File: config.mk
export PLATFORM = sky130hd
export DESIGN_NAME = tx_word_stage
export DESIGN_NICKNAME = d
export VERILOG_FILES = /design/src/rtl/tx_word_stage.sv
export SDC_FILE = /design/constraint.sdc
export NUM_CORES = 1
export LEC_CHECK = 0
export ABC_AREA = 1
export BUFFER_PORTS_ARGS = -buffer_cell sky130_fd_sc_hd__buf_2
export CAP_MARGIN = 25
export CORE_MARGIN = 2
export CORE_UTILIZATION = 44
export CTS_CLUSTER_DIAMETER = 80
export DETAILED_ROUTE_END_ITERATION = 8
export PLACE_DENSITY = 0.82
export SYNTH_ARGS = -nofsm -noshare
export SYNTH_HDL_FRONTEND = slang
export SYNTH_SLANG_ARGS = --single-unit
File: constraint.sdc
create_clock -name clk -period 0.9 [get_ports clk]
set_clock_uncertainty 0.05 [all_clocks]
set_input_delay 0 -clock clk [delete_from_list [all_inputs] [get_ports clk]]
set_output_delay 0 -clock clk [all_outputs]
set_load 0.005 [all_outputs]
File: src/rtl/tx_word_stage.sv
module tx_word_stage #(
  parameter int LANE_W = 8,
  localparam int WORD_W = 2 * LANE_W
) (
  input  logic              clk,
  input  logic              rst_n,
  input  logic [WORD_W-1:0] bus_d,
  input  logic              rank1_open_lo,
  input  logic              rank1_open_hi,
  input  logic              rank2_load_lo,
  input  logic              rank2_load_hi,
  input  logic              send_strobe,
  output logic [WORD_W-1:0] word_q,
  output logic              serial_bit
);

  logic [1:0]        open_v;
  logic [1:0]        load_v;
  logic [WORD_W-1:0] r1_out;
  logic              send_d;
  logic              send_rise;

  assign open_v    = {rank1_open_hi, rank1_open_lo};
  assign load_v    = {rank2_load_hi, rank2_load_lo};
  assign send_rise = send_strobe & ~send_d;

  always_ff @(posedge clk or negedge rst_n)
    if (!rst_n) send_d <= 1'b0;
    else        send_d <= send_strobe;

  for (genvar g = 0; g < 2; g++) begin : g_lane
    localparam int LSB = g * LANE_W;
    logic [LANE_W-1:0] held;
    logic [LANE_W-1:0] stage;

    assign r1_out[LSB +: LANE_W] = open_v[g] ? bus_d[LSB +: LANE_W] : held;
    assign word_q[LSB +: LANE_W] = stage;

    always_ff @(posedge clk or negedge rst_n)
      if (!rst_n)         held <= '0;
      else if (open_v[g]) held <= bus_d[LSB +: LANE_W];

    always_ff @(posedge clk or negedge rst_n)
      if (!rst_n)                     stage <= '0;
      else if (send_rise && load_v[g]) stage <= r1_out[LSB +: LANE_W];
  end

  assign serial_bit = r1_out[WORD_W-1];

endmodule

==> impl_metrics.tcl <==
set metrics [dict create \
    hpwl_microns 1810 \
    cts_sinks 33 \
    worstPathRequired_ns 0.85 \
    path_cells "nand2_1 -> nand2_2 -> buf_2" \
    p_comb_frac 0.192 \
    grt_max_degree 22 \
    syn_inst 141 \
    swShare 0.258 \
    tritoncts "yes" \
    fillCellCount 221 \
    status "finished, violations left" \
    synth_area_leader_cell "dfrtp_1" \
    synth_edf_count 0 \
    final_nets 238 \
    fmax_ghz 1.01 \
    violations "hold timing, setup timing" \
    maxSlewViolCount 0 \
    syn_nets 164 \
    cellInternalPower_uw 2460 \
    critPathTopFamily "flip-flops" \
    cts_max_path_buffers 2 \
    p_clk_frac 0.281 \
    synth_area_per_cell_sq_um 9.05 \
    synth_common_cells "96 x nand2_1, 33 x dfrtp_1" \
    dieHeight_microns 57.9 \
    via_count 1111 \
    synth_area_leaders "dfrtp_1 65%, nand2_1 28%, buf_6 1.8%, nor2_4 1.8%, inv_6 1.4%" \
    slowest_stage "dfrtp_1" \
    remaining_drc_errors 0 \
    via_per_inst 4.50 \
    clockRootBuffer "clkbuf_4" \
    syn_to_final_growth_pct 46.5 \
    register_area_sq_um 826 \
    synth.top_cell.area_share 0.647 \
    fp.coreArea_sq_um 2760 \
    multi_input_area_sq_um 417 \
    leakagePower_uw 0.00107 \
    min_period_ns 0.994 \
    drt_iter0_markers 39 \
    ir_drop_mv 1.45 \
    timing_hold_violations_final 7 \
    htree_levels 2 \
    clock_latency_ns 0.33 \
    num_antenna_cells 0 \
    max_stage_delay_ns 0.37 \
    holdWs_ns -0.0481 \
    synth_area_sq_um 1280 \
    crit_fanout 2 \
    drtPass1Iterations 4 \
    seq_power_share 0.528 \
    total_power_uw 3310 \
    ys_seq_elements 33 \
    gp_routability_congestion 0.738 \
    setup_viol 23 \
    grt_pass1_vias 1106 \
    totalWireLength_microns 2700 \
    die_x_microns 57.9 \
    endpoint_kind "primary output" \
    fp-row-count 19 \
    start_util 0.463 \
    routedWlPerCell_microns 10.9 \
    yosysSeqAreaShare 0.647 \
    critPathKind "flop to primary output" \
    antenna_found_initial 0 \
    die_area_sq_um 3350 \
    grt_usage 0.187 \
    overflow 0 \
    yosys_most_used_dff "dfrtp_1" \
    antenna_left 0 \
    power.density_nw_per_um2 1770 \
    synthArstFlopShare 1.00 \
    ios 40 \
    port_buffers 39 \
    p_switching_uw 854 \
    grt_pass1_wl_microns 4610 \
    hold_path_class "primary input to flop" \
    yosysWarnings 0 \
    final_layout_size_suffix_gt1_frac 0.301 \
    arrival_ns 0.94 \
    cts_inserted_buffers 5 \
    max_cap_violations 0 \
    post-route-period-util 1.10 \
    rsz0062_at_grt "yes" \
    clkSlewWorstSetupHoldPaths_ns 0.09 \
    cp.buffers_inverters 1 \
    setup_slack_ns -0.0941 \
    slew_headroom 0.796 \
    synth_cell_types 9 \
    start_kind "flop" \
    yosys.cell_count.top_type "nand2_1" \
    worstMarginPinSlew_ns 0.307 \
]
-- path summary, 6_finish.rpt --
check / startpoint / to / slack (ns) / cells after the start
setup / recovery: g_lane[1].held[7]$_DFF_PN0_ / serial_bit / -0.09 / 3
hold / removal: bus_d[15] / g_lane[1].held[7]$_DFF_PN0_ / -0.05 / 4
setup reg to reg: send_d$_DFF_PN0_ / g_lane[1].stage[6]$_DFFE_PN0P_ / -0.06 / 5
hold reg to reg: g_lane[0].held[1]$_DFF_PN0_ / g_lane[0].held[1]$_DFF_PN0_ / 0.43 / 2
max in group asynchronous: rst_n / g_lane[1].held[1]$_DFF_PN0_ / 0.35 / 3
min in group asynchronous: rst_n / g_lane[0].held[3]$_DFF_PN0_ / 0.04 / 2
-- placed cells by master (no fill, tap or decap), types with 5 or more instances in the layout --
cell type	count
nand2_1	95
buf_2	39
dfrtp_1	33
dlygate4sd3_1	21
buf_4	7
clkbuf_4	5
-- worst min-delay path, cell delays in order --
cell     delay, ns
buf_2         0.07
nand2_1       0.05
nand2_2       0.07
buf_4         0.10
-- power groups by stage --
| stage | clock, uW | combinational [uW] | sequential [uW] |
|---|---|---|---|
| 2_1_floorplan | 0 | 223 | 1780 |
| 3_3_place_gp | 0 | 471 | 1780 |
| 3_5_place_dp | 0 | 489 | 1780 |
| 4_1_cts | 955 | 619 | 1750 |
| 5_1_grt | 1030 | 720 | 1770 |
| 6_report | 929 | 636 | 1750 |
-- sequential cells by signal, indices dropped and copies added (netlist names) --
name / flops
g_lane.stage: 16
send_d: 1
g_lane.held: 16
-- cell type report --
class	count	share of cell area
Clock inverter	1	0.00268
Inverter	5	0.0154
Multi-Input combinational cell	101	0.223
Clock buffer	7	0.0348
Tap cell	31	0.0207
Timing Repair Buffer	69	0.262
Sequential cell	33	0.442
-- metal layers --
layer  global-route usage  vias up  part of all wire
li1                     -      574                 -
met1                0.211      499              0.40
met2                0.328       33              0.52
met3               0.0647        5             0.063
met4               0.0698        0             0.015
met5                    0        -                 0
-- logic make-up after synthesis --
logic type             count (synthesis)  synth area share
buffers and inverters                  7            0.0402
flip-flops                            33             0.647
AND/OR/NAND/NOR                      101             0.313
-- metrics by stage --
step | utilization | instance area (sq um) | setup TNS (ns) | instances | worst slack [ns]
floorplan | - | 1280 | 0 | 141 | 0.00917
global placement | 0.549 | 1520 | -0.693 | 211 | -0.0618
detailed placement | 0.549 | 1520 | -1.09 | 211 | -0.0957
CTS | 0.669 | 1840 | -1.34 | 244 | -0.109
global route | 0.678 | 1870 | -2.83 | 247 | -0.151
finish | 0.678 | 1870 | -0.947 | 247 | -0.0941
-- timing repair --
item,CTS,global route
endpoints found under the hold margin,65,2
gates resized for setup,5,0
endpoints found under the setup margin,32,33
buffers inserted,5,2
hold buffers,20,1
pin swaps,5,12
Note: power is estimated with default switching activity, not from simulation.
